`src/rtl/tpq_pkg.sv`:
```
package tpq_pkg;
  typedef enum logic [1:0] {
    DIR_NONE = 2'd0,
    DIR_UP   = 2'd1,
    DIR_DN   = 2'd2
  } dir_e;

  localparam int unsigned THR_W_DEF = 6;
  localparam int unsigned SYNC_DEF  = 2;
endpackage

```
`src/rtl/tpq_sync.sv`:
```
module tpq_sync #(
  parameter int unsigned STAGES  = 2,
  parameter int unsigned WIDTH   = 2,
  parameter logic        RST_VAL = 1'b1
) (
  input  logic             clk,
  input  logic             rst_n,
  input  logic [WIDTH-1:0] d_i,
  output logic [WIDTH-1:0] q_o
);
  localparam int unsigned LAST = STAGES - 1;

  for (genvar b = 0; b < WIDTH; b++) begin : g_bit
    logic [STAGES-1:0] chain_q;
    always_ff @(posedge clk) begin
      if (!rst_n) chain_q <= {STAGES{RST_VAL}};
      else        chain_q <= {chain_q[STAGES-2:0], d_i[b]};
    end
    assign q_o[b] = chain_q[LAST];
  end
endmodule

```
`src/rtl/tpq_arbiter.sv`:
```
module tpq_arbiter (
  input  logic clk,
  input  logic rst_n,
  input  logic strobe_i,
  input  logic sense_s_i,
  input  logic ref_s_i,
  output logic up_o,
  output logic dn_o
);
  logic armed_q, up_q, dn_q;
  logic sense_low, ref_low, win_up, win_dn, tie, decided;

  assign sense_low = !sense_s_i;
  assign ref_low   = !ref_s_i;
  assign win_up    = armed_q && sense_low && !ref_low;
  assign win_dn    = armed_q && ref_low && !sense_low;
  assign tie       = armed_q && sense_low && ref_low;
  assign decided   = win_up || win_dn || tie;

  always_ff @(posedge clk) begin
    if (!rst_n) begin
      armed_q <= 1'b0;
      up_q    <= 1'b0;
      dn_q    <= 1'b0;
    end else begin
      armed_q <= strobe_i || (armed_q && !decided);
      up_q    <= win_up;
      dn_q    <= win_dn;
    end
  end

  assign up_o = up_q;
  assign dn_o = dn_q;

  AST_ARM_ON_STROBE: assert property (@(posedge clk) disable iff (!rst_n)
    strobe_i |=> armed_q);
  AST_PULSE_EXCL: assert property (@(posedge clk) disable iff (!rst_n)
    !(up_q && dn_q));
  AST_DISARM_AFTER_PULSE: assert property (@(posedge clk) disable iff (!rst_n)
    ((up_q || dn_q) && !$past(strobe_i)) |-> !armed_q);
endmodule

```
`src/rtl/tpq_run_qual.sv`:
```
module tpq_run_qual
  import tpq_pkg::*;
#(
  parameter int unsigned THR_W = 6
) (
  input  logic             clk,
  input  logic             rst_n,
  input  logic             up_i,
  input  logic             dn_i,
  input  logic [THR_W-1:0] thr_i,
  output logic             det_o
);
  localparam logic [THR_W-1:0] ONE = THR_W'(1);

  dir_e             dir_q, dir_d, pulse_dir;
  logic [THR_W-1:0] cnt_q, cnt_d, thr_eff;
  logic             det_q, pulse;

  assign thr_eff   = (thr_i == '0) ? ONE : thr_i;
  assign pulse     = up_i ^ dn_i;
  assign pulse_dir = up_i ? DIR_UP : DIR_DN;

  always_comb begin
    cnt_d = cnt_q;
    dir_d = dir_q;
    if (pulse) begin
      if (dir_q == pulse_dir) begin
        if (cnt_q < thr_eff) cnt_d = cnt_q + ONE;
      end else begin
        cnt_d = ONE;
        dir_d = pulse_dir;
      end
    end
  end

  always_ff @(posedge clk) begin
    if (!rst_n) begin
      cnt_q <= '0;
      dir_q <= DIR_NONE;
      det_q <= 1'b0;
    end else begin
      cnt_q <= cnt_d;
      dir_q <= dir_d;
      det_q <= (cnt_d != '0) && (cnt_d >= thr_eff);
    end
  end

  assign det_o = det_q;

  AST_HOLD_IDLE: assert property (@(posedge clk) disable iff (!rst_n)
    (!up_i && !dn_i) |=> ($stable(cnt_q) && $stable(dir_q)));
  AST_CNT_BOUND: assert property (@(posedge clk) disable iff (!rst_n)
    (cnt_q != $past(cnt_q)) |-> (cnt_q <= $past(thr_eff)));
  AST_RESTART: assert property (@(posedge clk) disable iff (!rst_n)
    (up_i && dir_q == DIR_DN) |=> (cnt_q == ONE));
  AST_DET_CLEAR: assert property (@(posedge clk) disable iff (!rst_n)
    ((dn_i && dir_q == DIR_UP && thr_i >= THR_W'(2))) |=> !det_q);
endmodule

```
`src/rtl/touch_dir_qual.sv`:
```
module touch_dir_qual
  import tpq_pkg::*;
#(
  parameter int unsigned THR_W       = THR_W_DEF,
  parameter int unsigned SYNC_STAGES = SYNC_DEF
) (
  input  logic             clk,
  input  logic             rst_n,
  input  logic             sample_stb,
  input  logic             cmp_sense,
  input  logic             cmp_ref,
  input  logic [THR_W-1:0] run_thr,
  output logic             up_pulse,
  output logic             dn_pulse,
  output logic             touch_det
);
  localparam int unsigned N_CMP = 2;

  logic [N_CMP-1:0] cmp_raw, cmp_s;
  logic             up_w, dn_w;

  assign cmp_raw = {cmp_ref, cmp_sense};

  tpq_sync #(.STAGES(SYNC_STAGES), .WIDTH(N_CMP), .RST_VAL(1'b1)) i_sync (
    .clk(clk), .rst_n(rst_n), .d_i(cmp_raw), .q_o(cmp_s)
  );

  tpq_arbiter i_arb (
    .clk(clk), .rst_n(rst_n), .strobe_i(sample_stb),
    .sense_s_i(cmp_s[0]), .ref_s_i(cmp_s[1]),
    .up_o(up_w), .dn_o(dn_w)
  );

  tpq_run_qual #(.THR_W(THR_W)) i_qual (
    .clk(clk), .rst_n(rst_n), .up_i(up_w), .dn_i(dn_w),
    .thr_i(run_thr), .det_o(touch_det)
  );

  assign up_pulse = up_w;
  assign dn_pulse = dn_w;

  AST_RESET_QUIET: assert property (@(posedge clk)
    !rst_n |=> (!up_pulse && !dn_pulse && !touch_det));
endmodule

```
`config.mk`:
```
export PLATFORM = sky130hd
export DESIGN_NAME = touch_dir_qual
export DESIGN_NICKNAME = d
export VERILOG_FILES = /design/src/rtl/tpq_pkg.sv /design/src/rtl/tpq_sync.sv /design/src/rtl/tpq_arbiter.sv /design/src/rtl/tpq_run_qual.sv /design/src/rtl/touch_dir_qual.sv
export SDC_FILE = /design/constraint.sdc
export NUM_CORES = 1
export LEC_CHECK = 0
export BUFFER_PORTS_ARGS = -buffer_cell sky130_fd_sc_hd__buf_4
export CAP_MARGIN = 20
export CORE_ASPECT_RATIO = 0.7
export CORE_MARGIN = 4
export CORE_UTILIZATION = 30
export CTS_CLUSTER_DIAMETER = 40
export DETAILED_ROUTE_END_ITERATION = 8
export SYNTH_ARGS = -nofsm -noshare
export SYNTH_HDL_FRONTEND = slang
export SYNTH_SLANG_ARGS = --single-unit
```
`constraint.sdc`:
```
create_clock -name clk -period 3.1 [get_ports clk]
set_input_delay 0.31 -clock clk [delete_from_list [all_inputs] [get_ports clk]]
set_output_delay 0.31 -clock clk [all_outputs]
set_load 0.01 [all_outputs]
```
==> results of run 1 <==
==> worst max-delay path by stage <==
stage / slack [ps] / startpoint / depth (start not counted) / to
after floorplan: 390 / run_thr[3] / 14 / i_qual.det_o$_SDFF_PN0_
after global placement: 60 / run_thr[3] / 15 / i_qual.det_o$_SDFF_PN0_
after detailed placement: 30 / run_thr[3] / 15 / i_qual.det_o$_SDFF_PN0_
after CTS: 140 / i_qual.cnt_q[3]$_SDFF_PN0_ / 13 / i_qual.det_o$_SDFF_PN0_
after global routing: -1 / i_qual.cnt_q[3]$_SDFF_PN0_ / 12 / i_qual.det_o$_SDFF_PN0_
final: 200 / i_qual.cnt_q[3]$_SDFF_PN0_ / 13 / i_qual.det_o$_SDFF_PN0_
==> power breakdown <==
part           switching [mW]  total [mW]  internal, mW  leakage [nW]
Combinational          0.0267      0.0544        0.0276         0.388
Sequential            0.00232       0.213         0.211         0.130
Clock                  0.0667       0.153        0.0861        0.0216
==> synth_stat cells <==
| library cell | n | area [um^2] |
|---|---|---|
| xor2_1 | 1 | 8.76 |
| nor4_4 | 1 | 21.3 |
| nand2b_1 | 6 | 37.5 |
| a211o_1 | 1 | 8.76 |
| and3_1 | 1 | 6.26 |
| nor3b_1 | 4 | 30.0 |
| inv_1 | 10 | 37.5 |
| xnor2_1 | 4 | 35.0 |
| nor3_2 | 1 | 10.0 |
| o311ai_0 | 1 | 8.76 |
| nor2_1 | 17 | 63.8 |
| a21oi_1 | 5 | 25.0 |
| or4_4 | 1 | 11.3 |
| nand4_1 | 1 | 6.26 |
| o31ai_2 | 1 | 12.5 |
| ha_1 | 12 | 150 |
| o211ai_1 | 1 | 7.51 |
| o21bai_1 | 1 | 7.51 |
| a21o_1 | 2 | 15.0 |
| or2b_1 | 2 | 15.0 |
| o21a_1 | 2 | 15.0 |
| nand3_1 | 1 | 5.00 |
| a31oi_1 | 1 | 6.26 |
| o2111a_1 | 1 | 11.3 |
| dfxtp_1 | 16 | 320 |
| a221oi_4 | 1 | 26.3 |
| o22ai_1 | 1 | 6.26 |
| a311oi_1 | 1 | 8.76 |
| nor3_1 | 1 | 5.00 |
| nand2_1 | 5 | 18.8 |
| mux2i_1 | 1 | 10.0 |
| nor2b_1 | 2 | 12.5 |
==> worst max-delay path, stage by stage (launching register included) <==
cell	delay, ps
dfxtp_1	330
ha_1	320
a211o_1	300
a221oi_4	340
o31ai_4	130
xnor2_1	140
nor2_1	160
ha_1	240
nand2b_1	150
a21o_1	170
a21o_1	180
a21oi_2	130
o21a_1	130
a311oi_1	40
==> stage by stage <==
step / cell area (um^2) / cells / setup WS, ps
global route: 1190 / 161 / -1.27
global placement: 1120 / 157 / 64.2
detailed placement: 1120 / 157 / 30.1
finish: 1190 / 161 / 197
CTS: 1160 / 160 / 145
floorplan: 963 / 106 / 386
==> sequential cells by signal, indices dropped and copies added (netlist names) <==
register,cells
i_arb.armed_q,1
i_arb.up_o,1
i_qual.det_o,1
i_arb.dn_o,1
i_qual.dir_q,2
i_sync.g_bit.chain_q,4
i_qual.cnt_q,6
==> repair_timing <==
action | in CTS | in global routing
gates resized for setup | 0 | 3
buffers inserted | 0 | 1
setup endpoints to repair | 0 | 1
hold endpoints to repair | 0 | 0
==> per-layer routing <==
| layer | up-vias | part of all wire [%] | track usage (%) |
|---|---|---|---|
| met5 | - | 0 | 0 |
| met4 | 0 | 0.93 | 2.24 |
| met3 | 4 | 4.5 | 4.71 |
| met2 | 9 | 43 | 16.2 |
| met1 | 338 | 52 | 14.0 |
| li1 | 410 | - | - |
==> cell families after synthesis <==
logic type,Yosys count,share of synthesized area (%)
AOI/OAI and AO/OA,19,16.5
xor gates and xnor gates,5,4.55
adders and majority gates,12,15.6
buffers and inverters,10,3.90
DFF,16,33.2
muxes,1,1.04
and+or+nand+nor,43,25.2
==> final cells by class <==
type	instances	area (um^2)	area share, %
flip-flops and latches	16	320	27.0
inverters	10	37.5	3.16
well taps	36	45.0	3.80
multi-input cells	80	622	52.4
repair buffers	16	120	10.1
clock buffers	3	41.3	3.48
==> qor.yml, run 1 <==
status: "finished clean"
overflow: 0
cts.path.max_buffers: 2
cts.clk_slew.worst_paths_ps: 50
slew_headroom_pct: 72.7
hold_path_end: "i_sync.g_bit[0].chain_q[0]$_SDFF_PN1_"
fp.dieW_um: 75.7
port_buffers: 13
drtIter0Drc: 10
power.total_uw: 420
grt_pass1_wl_um: 3460
peakVddDrop_mv: 0.294
hold_path_depth: 2
vias: 761
cap_violations: 0
arrival_ps: 3010
min_from: "cmp_sense"
yosysSeqAreaShare_pct: 33.2
reg2reg_from: "i_qual.cnt_q[3]$_SDFF_PN0_"
std_cell_rows: 16
powerDensity_nw_per_um2: 354
r2r_cells: 13
setup_violations: 0
syn-instance-count: 106
clkSinkCount: 16
crit_required_ps: 3200
drt-total-wl_um: 1930
initial_utilization_pct: 33.0
drc: 0
clk_latency_ps: 250
cts_hold_buf: 0
crit_path_end_kind: "register"
synthesis.area_um2: 963
yosys_register_bits: 16
grt_pass1_vias: 773
area_growth_pct: 23.1
max_freq_mhz: 344
cts-root-buf: "clkbuf_8"
htree_levels: 1
drive_above_1_share_pct: 20.8
detail-route-antenna-nets: 0
antenna_found_initial: 0
final_util_pct: 40.6
worst_clock_skew_ps: 5.41
nFillCells: 307
criticalPathCategory: "reg2reg"
final_cell_mix: "17 x nor2_1, 16 x dfxtp_1, 16 x buf_4"
rr_endpoint: "i_qual.det_o$_SDFF_PN0_"
finalHoldViolCount: 0
syn_nets: 129
startpoint_type: "register"
hold_ws_ps: 246
ys_warn_count: 0
hp-class: "in2reg"
n_antenna_cell: 0
fin_crit_ps: 2900
cts_made_buffers: 3
avgSynthCellArea_um2: 9.09
power.leakage_nw: 0.539
layout.cells.most_common: "nor2_1"
layout_worst_path_cycle_share_pct: 93.7
drv_slew: 0
dp_hpwl_um: 1590
cts_tree: "done"
pin_count: 14
r2r_slack_ps: 200
core_um2: 2920
die_area_um2: 4200
final_nets: 150
die_h_um: 55.4
fin_tns_setup_ps: 0
drtPass1Iterations: 4
grt_usage_pct: 10.7
crit_fanout: 3
grt_max_degree: 9
gp_congestion: 0.791
routedWlPerCell_um: 12.0
viasPerCell: 4.73
worst_pin_slew_ps: 405
synth_cell_type_count: 32
(Power assumes the default switching activity.)
==> inputs of run 2 (changes only) <==
ABC_AREA = 1   (was not set)
==> qor.yml, run 2 <==
port_buffers: 13
cts-root-buf: "clkbuf_8"
peakVddDrop_mv: 0.251
area_growth_pct: 20.8
fp.dieW_um: 77.6
core_um2: 3190
fin_area_um2: 1230
detail-route-antenna-nets: 0
min_from: "cmp_ref"
hold_path_depth: 2
synth_most_common_cell: "inv_1"
fin_crit_ps: 2720
std_cell_rows: 17
drtPass1Iterations: 4
route.met3.wl_um: 91
pin_count: 14
htree_levels: 1
combPwrFrac_pct: 11.2
clkPwrFrac_pct: 41.2
synthTopCellsByArea: "dfxtp_1 32%, ha_1 15%, inv_1 12%, nand2_1 7.0%, nand3_1 5.9%"
wl_met1_um: 1080
grt_pass1_wl_um: 3480
antenna_found_initial: 0
r2r_cells: 17
hold_ws_ps: 249
arrival_ps: 2860
worst_pin_slew_ps: 391
yosysTopAreaCell: "dfxtp_1"
initial_utilization_pct: 31.8
drive_above_1_share_pct: 20.2
grt_usage_pct: 9.92
max_freq_mhz: 368
path_cells: "ha_1 > a21oi_1 > o21ai_1 > nor2_4 > nand2_4 > nor2_1 > nor2_2 > ha_1 > inv_1 > a21boi_0 > o21ai_0 > a21boi_0 > o21a_1 > o21ai_0 > nand2_1 > nand2_1 > a21oi_1"
crit_start: "i_qual.cnt_q[5]$_SDFF_PN0_"
power.total_uw: 450
ctsResizeCount: 0
largest_reg_flops: 6
top_register: "i_qual.cnt_q"
swShare_pct: 23.0
die_h_um: 56.7
synth-main-ff-cell: "dfxtp_1"
top_layer_used: "met4"
synthesis.area_um2: 1020
synth_cell_type_count: 22
cts.clk_slew.worst_paths_ps: 70
layout_worst_path_cycle_share_pct: 87.7
syn_nets: 168
clk_latency_ps: 250
reg2reg_from: "i_qual.cnt_q[5]$_SDFF_PN0_"
gp_congestion: 0.757
drt-total-wl_um: 2060
grt_pass1_vias: 795
cts_tree: "done"
pwr-share-seq_pct: 47.5
powerDensity_nw_per_um2: 367
worst_clock_skew_ps: 6.82
final_cell_mix: "33 x inv_1, 19 x nand2_1, 16 x nor2_1, 16 x dfxtp_1, 15 x buf_4"
placed_cell_area_um2: 1160
synth_edf_count: 0
setup_violations: 0
hp-class: "in2reg"
drc: 0
yosysSeqAreaShare_pct: 31.5
rsz0062_at_grt: "false"
crit_buf_inv: 1
yosys-top-cells-count: "33 x inv_1, 19 x nand2_1, 16 x dfxtp_1, 16 x nor2_1"
power.switching_uw: 103
cts_setup_buffers: 0
synth_top_area_share_pct: 31.5
grt_max_degree: 13
cts.path.max_buffers: 2
syn-instance-count: 145
viasPerCell: 4.52
die_area_um2: 4400
wl_met2_um: 884
dp_hpwl_um: 1660
startpoint_type: "register"
overflow: 0
ys_warn_count: 0
cpPeakStageDelay_ps: 330
fin_tns_setup_ps: 0
finalHoldViolCount: 0
drtIter0Drc: 68
yosys_register_bits: 16
cap_violations: 0
status: "finished clean"
routedWlPerCell_um: 10.3
final_nets: 187
avgSynthCellArea_um2: 7.01
vias: 909
internal-power_uw: 347
layout.cells.most_common: "inv_1"
async_flop_share_pct: 0
drv_slew: 0
n_antenna_cell: 0
power.leakage_nw: 0.690
cts_hold_buf: 0
crit_fanout: 4
cpMaxStageDelayCell: "dfxtp_1"
crit_cells: 17
slew_headroom_pct: 73.9
crit_path_end_kind: "register"
path_delay_family: "compound AO/OA/AOI/OAI gates"
criticalPathCategory: "reg2reg"
largestRegisters: "i_qual.cnt_q x6, i_sync.g_bit.chain_q x4, i_qual.dir_q x2"
cts_made_buffers: 3
clkSinkCount: 16
crit_required_ps: 3240
run 2: changes by cell type after synthesis, moves of 3 or more:
cell,previous run,this run
inv_1,10,33
nand2_1,5,19
nand2_2,0,3
nand2b_1,6,0
nand3_1,1,12
nor2_2,0,3
nor3_1,1,5
nor3b_1,4,0
o21ai_0,0,3
or2_2,0,4
xnor2_1,4,0
run 2: power groups by stage:
| stage | clock [mW] | sequential (mW) | combinational, mW |
|---|---|---|---|
| 4_1_cts | 0.191 | 0.214 | 0.0507 |
| 2_1_floorplan | 0 | 0.218 | 0.0310 |
| 3_5_place_dp | 0 | 0.219 | 0.0503 |
| 3_3_place_gp | 0 | 0.218 | 0.0488 |
| 6_report | 0.186 | 0.214 | 0.0507 |
| 5_1_grt | 0.201 | 0.215 | 0.0589 |
run 2: area by class of cell:
type,instances,area (um^2)
Clock buffer,4,55.1
Fill cell,334,1960
Inverter,34,128
Multi-Input combinational cell,94,564
Sequential cell,16,320
Tap cell,38,47.5
Timing Repair Buffer,15,113
run 2: stage by stage:
stage	worst slack, ps	std cells	utilization (%)
after floorplan	660	145	-
after global placement	293	195	36.3
after detailed placement	202	195	36.3
after CTS	303	199	38.0
after global routing	17.0	201	38.5
final	382	201	38.5
run 2: logic make-up after synthesis:
group	count (synthesis)	synth area share, %
AOI/OAI and AO/OA	13	7.39
and+or+nand+nor	69	33.4
DFF	16	31.5
adders and majority gates	12	14.8
buffers and inverters	35	12.9
run 2: routing by layer:
layer / up-vias / track usage (%)
li1: 489 / -
met1: 403 / 13.4
met2: 15 / 15.0
met3: 2 / 4.49
met4: 0 / 0.761
met5: - / 0
run 2: path summary, 6_finish.rpt:
kind	endpoint	slack, ps
setup / recovery	i_qual.det_o$_SDFF_PN0_	380
setup reg to reg	i_qual.det_o$_SDFF_PN0_	380
hold / removal	i_sync.g_bit[1].chain_q[0]$_SDFF_PN1_	250
hold reg to reg	i_sync.g_bit[1].chain_q[1]$_SDFF_PN1_	410
